[config.mk]
export PLATFORM = sky130hd
export DESIGN_NAME = perf_counter_unit
export DESIGN_NICKNAME = d
export VERILOG_FILES = /design/src/rtl/perf_pkg.sv /design/src/rtl/perf_section.sv /design/src/rtl/perf_decode.sv /design/src/rtl/perf_readmux.sv /design/src/rtl/perf_counter_unit.sv
export SDC_FILE = /design/constraint.sdc
export NUM_CORES = 1
export LEC_CHECK = 0
export BUFFER_PORTS_ARGS = -buffer_cell sky130_fd_sc_hd__buf_4
export CELL_PAD_IN_SITES_DETAIL_PLACEMENT = 1
export CELL_PAD_IN_SITES_GLOBAL_PLACEMENT = 1
export CORE_AREA = 2 2 250 252
export CTS_BUF_LIST = sky130_fd_sc_hd__clkbuf_4 sky130_fd_sc_hd__clkbuf_8 sky130_fd_sc_hd__clkbuf_16
export DETAILED_ROUTE_END_ITERATION = 12
export DIE_AREA = 0 0 252 254
export MAX_ROUTING_LAYER = met4
export PLACE_DENSITY = 0.64
export SYNTH_ARGS = -nofsm -noshare
export SYNTH_HDL_FRONTEND = slang
export SYNTH_SLANG_ARGS = --single-unit
export TNS_END_PERCENT = 30
[constraint.sdc]
create_clock -name clk -period 5.35 [get_ports clk]
set_input_delay 0.2675 -clock clk [delete_from_list [all_inputs] [get_ports clk]]
set_output_delay 0.2675 -clock clk [all_outputs]
set_load 0.05 [all_outputs]
[src/rtl/perf_pkg.sv]
package perf_pkg;
    localparam int TIME_W = 64;
    localparam int OCC_W  = 32;
    localparam int SUB_W  = 2;

    // Low two bits of a word offset: command on write, field on read
    typedef enum logic [SUB_W-1:0] {
        SUB_STOP_LO  = 2'd0,
        SUB_START_HI = 2'd1,
        SUB_OCC      = 2'd2,
        SUB_CLEAR    = 2'd3
    } sub_e;

    typedef enum logic {
        SEC_IDLE = 1'b0,
        SEC_RUN  = 1'b1
    } sec_state_e;
endpackage

[src/rtl/perf_section.sv]
module perf_section
    import perf_pkg::*;
#(
    parameter int TW = TIME_W,
    parameter int OW = OCC_W
) (
    input  logic          clk,
    input  logic          rst_n,
    input  logic          start_i,
    input  logic          stop_i,
    input  logic          clear_i,
    input  logic          gate_i,
    output logic          active_o,
    output logic [TW-1:0] time_o,
    output logic [OW-1:0] occ_o
);
    sec_state_e state_q, state_d;
    logic       launch;

    always_comb begin
        state_d = state_q;
        unique case (state_q)
            SEC_IDLE: if (start_i && gate_i) state_d = SEC_RUN;
            SEC_RUN:  if (stop_i)            state_d = SEC_IDLE;
            default:                         state_d = SEC_IDLE;
        endcase
    end

    always_ff @(posedge clk or negedge rst_n) begin
        if (!rst_n) state_q <= SEC_IDLE;
        else        state_q <= state_d;
    end

    assign launch   = (state_q == SEC_IDLE) && (state_d == SEC_RUN);
    assign active_o = (state_q == SEC_RUN);

    always_ff @(posedge clk or negedge rst_n) begin
        if (!rst_n) begin
            time_o <= '0;
            occ_o  <= '0;
        end else if (clear_i) begin
            time_o <= '0;
            occ_o  <= '0;
        end else begin
            if (active_o && gate_i) time_o <= time_o + TW'(1);
            if (launch)             occ_o  <= occ_o + OW'(1);
        end
    end
endmodule

[src/rtl/perf_decode.sv]
module perf_decode
    import perf_pkg::*;
#(
    parameter int NUM_SECTIONS = 3,
    parameter int ADDR_W       = 5
) (
    input  logic [ADDR_W-1:0]     addr,
    input  logic                  wr_en,
    output logic [NUM_SECTIONS:0] start_o,
    output logic [NUM_SECTIONS:0] stop_o,
    output logic                  clear_o
);
    localparam int SLOT_W = ADDR_W - SUB_W;

    logic [SLOT_W-1:0] slot;
    sub_e              sub;
    logic              master_hit;
    logic              halt_all;

    assign slot       = addr[ADDR_W-1:SUB_W];
    assign sub        = sub_e'(addr[SUB_W-1:0]);
    assign master_hit = wr_en && (slot == '0);
    assign halt_all   = master_hit && (sub == SUB_STOP_LO);
    assign clear_o    = master_hit && (sub == SUB_CLEAR);

    generate
        for (genvar s = 0; s <= NUM_SECTIONS; s++) begin : g_slot
            logic hit;
            assign hit        = wr_en && (slot == SLOT_W'(s));
            assign start_o[s] = hit && (sub == SUB_START_HI);
            if (s == 0) begin : g_master
                assign stop_o[s] = halt_all;
            end else begin : g_sec
                assign stop_o[s] = (hit && (sub == SUB_STOP_LO)) || halt_all;
            end
        end
    endgenerate
endmodule

[src/rtl/perf_readmux.sv]
module perf_readmux
    import perf_pkg::*;
#(
    parameter int NUM_SECTIONS = 3,
    parameter int ADDR_W       = 5,
    parameter int DATA_W       = 32
) (
    input  logic                                clk,
    input  logic                                rst_n,
    input  logic                                rd_en,
    input  logic [ADDR_W-1:0]                   addr,
    input  logic [NUM_SECTIONS:0][TIME_W-1:0]   time_v,
    input  logic [NUM_SECTIONS:0][OCC_W-1:0]    occ_v,
    output logic [DATA_W-1:0]                   rd_data
);
    localparam int SLOT_W = ADDR_W - SUB_W;

    logic [SLOT_W-1:0] slot;
    sub_e              sub;
    logic [DATA_W-1:0] word;

    assign slot = addr[ADDR_W-1:SUB_W];
    assign sub  = sub_e'(addr[SUB_W-1:0]);

    always_comb begin
        word = '0;
        for (int s = 0; s <= NUM_SECTIONS; s++) begin
            if (slot == SLOT_W'(s)) begin
                unique case (sub)
                    SUB_STOP_LO:  word = DATA_W'(time_v[s]);
                    SUB_START_HI: word = DATA_W'(time_v[s] >> DATA_W);
                    SUB_OCC:      word = DATA_W'(occ_v[s]);
                    SUB_CLEAR:    word = '0;
                    default:      word = '0;
                endcase
            end
        end
    end

    always_ff @(posedge clk or negedge rst_n) begin
        if (!rst_n) rd_data <= '0;
        else        rd_data <= rd_en ? word : '0;
    end
endmodule

[src/rtl/perf_counter_unit.sv]
module perf_counter_unit
    import perf_pkg::*;
#(
    parameter int NUM_SECTIONS = 3,
    parameter int ADDR_W       = 5,
    parameter int DATA_W       = 32
) (
    input  logic              clk,
    input  logic              rst_n,
    input  logic [ADDR_W-1:0] addr,
    input  logic              wr_en,
    input  logic [DATA_W-1:0] wr_data,
    input  logic              rd_en,
    output logic [DATA_W-1:0] rd_data
);
    logic [NUM_SECTIONS:0]              start_v;
    logic [NUM_SECTIONS:0]              stop_v;
    logic [NUM_SECTIONS:0]              act_v;
    logic [NUM_SECTIONS:0][TIME_W-1:0]  time_v;
    logic [NUM_SECTIONS:0][OCC_W-1:0]   occ_v;
    logic                               clear;
    logic                               wr_data_unused;

    // Commands are carried by the offset alone
    assign wr_data_unused = ^wr_data;

    perf_decode #(
        .NUM_SECTIONS(NUM_SECTIONS),
        .ADDR_W      (ADDR_W)
    ) u_decode (
        .addr   (addr),
        .wr_en  (wr_en),
        .start_o(start_v),
        .stop_o (stop_v),
        .clear_o(clear)
    );

    generate
        for (genvar g = 0; g <= NUM_SECTIONS; g++) begin : g_ctr
            logic gate;
            if (g == 0) begin : g_master
                assign gate = 1'b1;
            end else begin : g_sec
                assign gate = act_v[0];
            end
            perf_section #(
                .TW(TIME_W),
                .OW(OCC_W)
            ) u_sec (
                .clk     (clk),
                .rst_n   (rst_n),
                .start_i (start_v[g]),
                .stop_i  (stop_v[g]),
                .clear_i (clear),
                .gate_i  (gate),
                .active_o(act_v[g]),
                .time_o  (time_v[g]),
                .occ_o   (occ_v[g])
            );
        end
    endgenerate

    perf_readmux #(
        .NUM_SECTIONS(NUM_SECTIONS),
        .ADDR_W      (ADDR_W),
        .DATA_W      (DATA_W)
    ) u_read (
        .clk    (clk),
        .rst_n  (rst_n),
        .rd_en  (rd_en),
        .addr   (addr),
        .time_v (time_v),
        .occ_v  (occ_v),
        .rd_data(rd_data)
    );
endmodule

==> results of run 1 <==
[timing repair]
action / 4_1_cts / 5_1_grt
hold buffers: 2 / 0
hold endpoints to repair: 88 / 0
endpoints found under the setup margin: 0 / 0
[final cells by class]
cell class              instances  area, um2
repair buffers                 85        742
clock inverters                15        239
fillers                      7082      33900
inverters                      52        195
clock buffers                  83       1660
diodes                          3       7.51
well taps                     790        988
flip-flops and latches        420      10500
multi-input cells            2142      13000
[stage by stage]
stage                     util, %  instance area, um2
after floorplan                 -               24200
final                        44.6               27300
after CTS                    44.6               27300
after detailed placement     41.5               25400
after global placement       41.5               25400
after global routing         44.6               27300
[flip-flops by register name, indices dropped and copies added, names as in the netlist]
signal	flops
g_ctr.u_sec.active_o	4
g_ctr.u_sec.time_o	256
g_ctr.u_sec.occ_o	128
u_read.rd_data	32
[how the worst min path moves through the flow]
stage                                 to  cells past startpoint  slack [ps]
6_report         g_ctr[3].u_sec.active_o                      4          80
3_5_place_dp   g_ctr[0].u_sec.time_o[58]                      1         350
5_1_grt          g_ctr[3].u_sec.active_o                      4          90
4_1_cts          g_ctr[3].u_sec.active_o                      4          40
3_3_place_gp   g_ctr[0].u_sec.time_o[58]                      1         330
2_1_floorplan    g_ctr[0].u_sec.active_o                      0         -30
[logic make-up after synthesis]
group	count (synthesis)	share of synthesized area [%]
flip-flops	420	43.3
XOR/XNOR	181	6.54
buffers and inverters	203	3.16
multiplexers	94	4.04
AND/OR/NAND/NOR	1207	26.4
adder cells (fa/ha/maj)	8	0.413
AO/OA/AOI/OAI	652	16.1
[per-layer routing]
| metal | global-route usage, % | up-vias |
|---|---|---|
| li1 | - | 10200 |
| met1 | 38.4 | 11700 |
| met2 | 46.2 | 526 |
| met3 | 3.11 | 143 |
| met4 | 8.83 | 0 |
| met5 | - | - |
[power breakdown]
part           internal [mW]  switching, mW
Combinational          0.390          0.666
Sequential              3.48          0.513
Clock                   2.41           1.49
Total                   6.28           2.67
[critical path, cell delays in order, from the launching register on]
cell and delay (ps):
dfrtp_1 950, nand4b_1 830, nor3_1 860, nand4_1 430, or3_1 450, a21oi_1 180
[placed cells by master (no fill, tap or decap), drive strengths merged, types with 38 or more instances in the layout]
master / n
clkbuf: 83
nand2: 186
nor4: 46
o21ai: 176
a221oi: 38
and3: 47
or3: 130
nor3: 53
mux2i: 64
inv: 54
nand4: 157
buf: 83
nand3: 154
nor2: 280
dfrtp: 420
or4: 61
xnor2: 64
a21oi: 262
o31ai: 60
xor2: 117
==> flow_summary.yaml, run 1 <==
outcome:
  status: "completed"
yosys:
  ys_types: 66
  synth_common_cells: "420 x dfrtp_1, 280 x nor2_1, 262 x a21oi_1"
  synthCells: 2765
  syn_area_per_cell_um2: 8.77
  yosys-top-cells-area: "dfrtp_1 43%, a21oi_1 5.4%, nor2_1 4.3%, xor2_1 4.2%, nand4_1 4.1%"
  synth_top_area_share_pct: 43.3
  syn_area_um2: 24200
  syn-num-nets: 2814
  async_reset_ff_share_pct: 100
  postSynthRegisterBits: 420
  synth_top_cell_by_area: "dfrtp_1"
  ys_seq_area_share_pct: 43.3
  yosysWarnings: 0
  ys.flop_type: "dfrtp_1"
  yosysMostFrequentCell: "dfrtp_1"
  synth_edf_count: 0
timing:
  hold_viol: 0
  setup-violations-final: 0
  fmax_mhz: 263
  setup_tns_ps: 0
  max_slew_margin_pct: 26.6
  slew_viol_final: 0
  period_share_pct: 71.2
  layout_min_cycle_time_ps: 3810
  tightest_slew_ps: 1100
  rsz0062_at_grt: "no"
  whs_ps: 76.5
  worst_slack_ps: 1540
  fin_worst_skew_ps: 27.2
setup_path:
  reg2regPathDepth: 5
  critPathMaxFanout: 20
  criticalPathCategory: "flop to flop"
  crit_start: "g_ctr[0].u_sec.active_o"
  required_ps: 5860
  rr_endpoint: "g_ctr[1].u_sec.occ_o[31]"
  endpoint: "g_ctr[1].u_sec.occ_o[31]"
  crit_path_end_kind: "flop"
  ff2ff_setup_slack_ps: 1540
  crit_arrival_ps: 4310
  crit_path_start_kind: "flop"
  rr_startpoint: "g_ctr[0].u_sec.active_o"
clock_tree:
  clkLatencyLatePin_ps: 620
  clk_pin_slew_ps: 60
  cts_sinks: 420
  htreeDepth: 2
  postCtsSetupRepairBufs: 0
  cts-root-buf: "clkbuf_16"
  cts_tree: "done"
  numCtsBuffers: 52
  post_cts_resized: 0
  cts_buffer_depth: 3
routing:
  drc: 0
  wl_per_cell_um: 24.9
  routed_wl_um: 89500
  dr_total_vias: 22600
  via_per_inst: 6.29
  wl_met2_um: 42500
  ant_nets: 0
  detailedRoute.firstPassIterationCount: 5
  met1_length_um: 40200
  first_iter_violations: 1538
  highest_layer: "met4"
  wl_met3_um: 3900
cells_and_area:
  stdcell_count: 3590
  finish.net_count: 2802
  syn2layout_area_growth_pct: 12.8
  drive_gt1_share_pct: 8.54
floorplan:
  start_util_pct: 39.6
  die_area_um2: 64000
  io_pins: 73
  design.core.area_um2: 61300
  die_w_um: 252
  rows: 91
  die_y_um: 254
job:
  maxCapViolCount: 0
placed_design:
  place_ws_ps: 1360
  numPortBuffers: 40
  gp_congestion: 0.937
  dp_hpwl_um: 64100
  dp_cells: 3487
worst_hold_path:
  hold_class: "input pin to flop"
  hold_start: "wr_en"
global_routing:
  grt_max_degree: 140
  grt_use_total_pct: 28.8
  antenna_found_initial: 4
  grt_pass1_vias: 22600
  grt.overflow.total: 0
  grt_pass1_wl_um: 139000
power_and_ir_drop:
  leakage_nw: 10.7
  power_mw: 8.94
  peakVddDrop_v: 0.000216
  powerDensity_nw_per_um2: 327
Power figures use the tool's default switching activity.
==> run 2: changes to the inputs <==
Settings changed: ABC_AREA set to 1, CORE_AREA 2 2 250 252 to 2 2 274 276, DIE_AREA 0 0 252 254 to 0 0 276 278, PLACE_DENSITY 0.64 to 0.68.
Clock period 5.35 ns to 3.6 ns, I/O delays scaled along.
==> run 2 against run 1 <==
  * The flow now finishes with violations (design-rule violations)
  * Total power is 72% higher
  * Non-clock buffer count up 8
  * Setup slack got worse by 450 ps
  * Final cell count up 57%
  * Global-route usage increased by 5.3 points
  * Critical path depth increased by 4
  * Register-to-register slack worse by 450 ps
  * Combinational power increased to 3.1 times the previous value
  * Synthesized cell count increased by 67%
  * Flip-flop and latch count unchanged
  * Clock-buffer cell count stayed put
  * Highest routed layer unchanged
==> flow_summary.yaml, run 2 <==
placed_design:
  gp_congestion: 0.991
  dp_cells: 5550
  dpl-instance-area_um2: 30700
  dp_hpwl_um: 100000
  numPortBuffers: 40
cells_and_area:
  final_area_um2: 32600
  top_register: "g_ctr.u_sec.time_o"
  drive_gt1_share_pct: 5.58
  finish.net_count: 4690
  top_regs: "g_ctr.u_sec.time_o (256), g_ctr.u_sec.occ_o (128), u_read.rd_data (32)"
  final_cell_mix: "1259 x nand2_1, 810 x nor2_1, 547 x inv_1"
  stdcell_count: 5652
  nFillCells: 9869
  largest_reg_flops: 256
  layout_commonest_cell: "nand2_1"
  syn2layout_area_growth_pct: 11.2
yosys:
  yosys.area_share.simple_pct: 39.9
  ys_seq_area_share_pct: 35.9
  syn_area_um2: 29300
  synth_top_cell_by_area: "dfrtp_1"
  syn_area_per_cell_um2: 6.33
  synth_fa_ha_area_share_pct: 0.342
  postSynthRegisterBits: 420
  syn-num-nets: 4677
  yosys-top-cells-area: "dfrtp_1 36%, nand2_1 16%, nor2_1 10%, inv_1 7.0%, o21ai_0 5.5%"
  yosysMostFrequentCell: "nand2_1"
  ys_types: 53
  synthCells: 4628
  synth_xor_area_share_pct: 0.777
  synth_edf_count: 0
  ys.flop_type: "dfrtp_1"
  async_reset_ff_share_pct: 100
  synth_top_family_by_area: "simple AND/OR/NAND/NOR gates"
  synth_common_cells: "1260 x nand2_1, 811 x nor2_1, 547 x inv_1"
  synth_top_area_share_pct: 35.9
  synth_compound_area_share_pct: 13.7
  yosysWarnings: 0
  muxShareOfSynthArea_pct: 0
global_routing:
  grt_pass1_vias: 31500
  grt.overflow.total: 0
  grt_use_total_pct: 34.1
  antenna_found_initial: 6
  grt_pass1_wl_um: 196000
  grt_max_degree: 121
setup_path:
  required_ps: 4130
  critPathMaxFanout: 11
  crit_start: "g_ctr[0].u_sec.active_o"
  criticalPathCategory: "flop to flop"
  crit_path_end_kind: "flop"
  rr_startpoint: "g_ctr[0].u_sec.active_o"
  crit_path_start_kind: "flop"
  crit_arrival_ps: 3040
timing:
  max_slew_margin_pct: 37.7
  layout_min_cycle_time_ps: 2510
  period_share_pct: 69.7
  setup-violations-final: 0
  whs_ps: 74.9
  fin_worst_skew_ps: 24.8
  rsz0062_at_grt: "no"
  tightest_slew_ps: 933
  fmax_mhz: 399
  hold_viol: 0
  setup_tns_ps: 0
  slew_viol_final: 0
clock_tree:
  post_cts_resized: 0
  htreeDepth: 2
  cts_buffer_depth: 3
  clk_pin_slew_ps: 60
  postCtsSetupRepairBufs: 0
  cts_tree: "done"
  numCtsBuffers: 56
  cts-root-buf: "clkbuf_16"
  cts_sinks: 420
  clkLatencyLatePin_ps: 650
  ctsHoldBuffers: 2
power_and_ir_drop:
  switchingPower_mw: 5.65
  seqPwrFrac_pct: 41.4
  p_clk_share_pct: 37.6
  powerDensity_nw_per_um2: 473
  peakVddDrop_v: 0.000578
  swShare_pct: 36.7
  power_frac_comb_pct: 21.1
  leakage_nw: 14.3
  power_mw: 15.4
  internal_power_mw: 9.76
routing:
  drc: 4
  ant_nets: 0
  dr_total_vias: 32100
  via_per_inst: 5.69
  wl_per_cell_um: 22.9
  routed_wl_um: 129000
  detailedRoute.firstPassIterationCount: 10
  first_iter_violations: 2584
worst_hold_path:
  hold_class: "input pin to flop"
  hold_start: "wr_en"
outcome:
  violations: "design-rule violations"
  status: "complete, but fails checks"
floorplan:
  die_w_um: 276
  design.core.area_um2: 73800
  die_y_um: 278
  rows: 100
  io_pins: 73
  die_area_um2: 76700
  start_util_pct: 39.7
job:
  maxCapViolCount: 0
run 2: kinds of logic after synthesis:
family          Yosys count
simple gates           2750
compound gates          726
flops                   420
fa+ha+maj                 8
xor+xnor                 26
buf+inv                 698
run 2: final cells by class:
class	count	area, um2	area share [%]
multi-input combinational	3510	16000	49.2
sequential	420	10500	32.3
inverter	560	2110	6.47
clock buffer	83	1700	5.23
tap	969	1210	3.72
timing repair buffer	93	848	2.60
clock inverter	14	153	0.469
antenna	3	7.51	0.0230
run 2: worst max-delay path, stage by stage (launching register included):
cell     delay, ps
dfrtp_1        590
inv_2          280
nor2_8         260
nand2_1         90
nor2_2         480
nand2_1        230
nor2_1         230
nand3_1        110
nand2_1         70
nor2_1          40
run 2: worst paths after layout:
kind,end,slack [ps],cells past startpoint
worst max-delay path,g_ctr[3].u_sec.occ_o[21],1090,9
worst min-delay path,g_ctr[1].u_sec.active_o,70,3
worst max register to register,g_ctr[3].u_sec.occ_o[21],1090,9
worst min register to register,g_ctr[3].u_sec.occ_o[8],500,1
max in group asynchronous,g_ctr[2].u_sec.time_o[63],2480,3
min in group asynchronous,g_ctr[1].u_sec.occ_o[29],140,2
run 2: power groups by stage:
| stage | sequential [mW] | combinational, mW | clock (mW) |
|---|---|---|---|
| floorplan | 6.13 | 1.99 | 0 |
| global placement | 6.41 | 3.10 | 0 |
| detailed placement | 6.42 | 3.18 | 0 |
| CTS | 6.35 | 3.21 | 5.88 |
| global route | 6.47 | 3.59 | 6.05 |
| finish | 6.38 | 3.25 | 5.79 |
run 2: metrics by stage:
stage / util, % / setup slack, ps
final: 44.1 / 1090
after detailed placement: 41.6 / 747
after CTS: 44.1 / 1160
after floorplan: - / 2000
after global routing: 44.1 / 946
after global placement: 41.6 / 798
run 2: layer usage:
layer / global-route usage [%] / part of all wire [%] / wire length, um / up-vias
li1: - / - / - / 15100
met5: - / 0 / 0 / -
met2: 51.5 / 44 / 56300 / 882
met3: 3.94 / 6.0 / 7720 / 176
met1: 48.1 / 47 / 61000 / 15900
met4: 10.2 / 3.3 / 4240 / 0
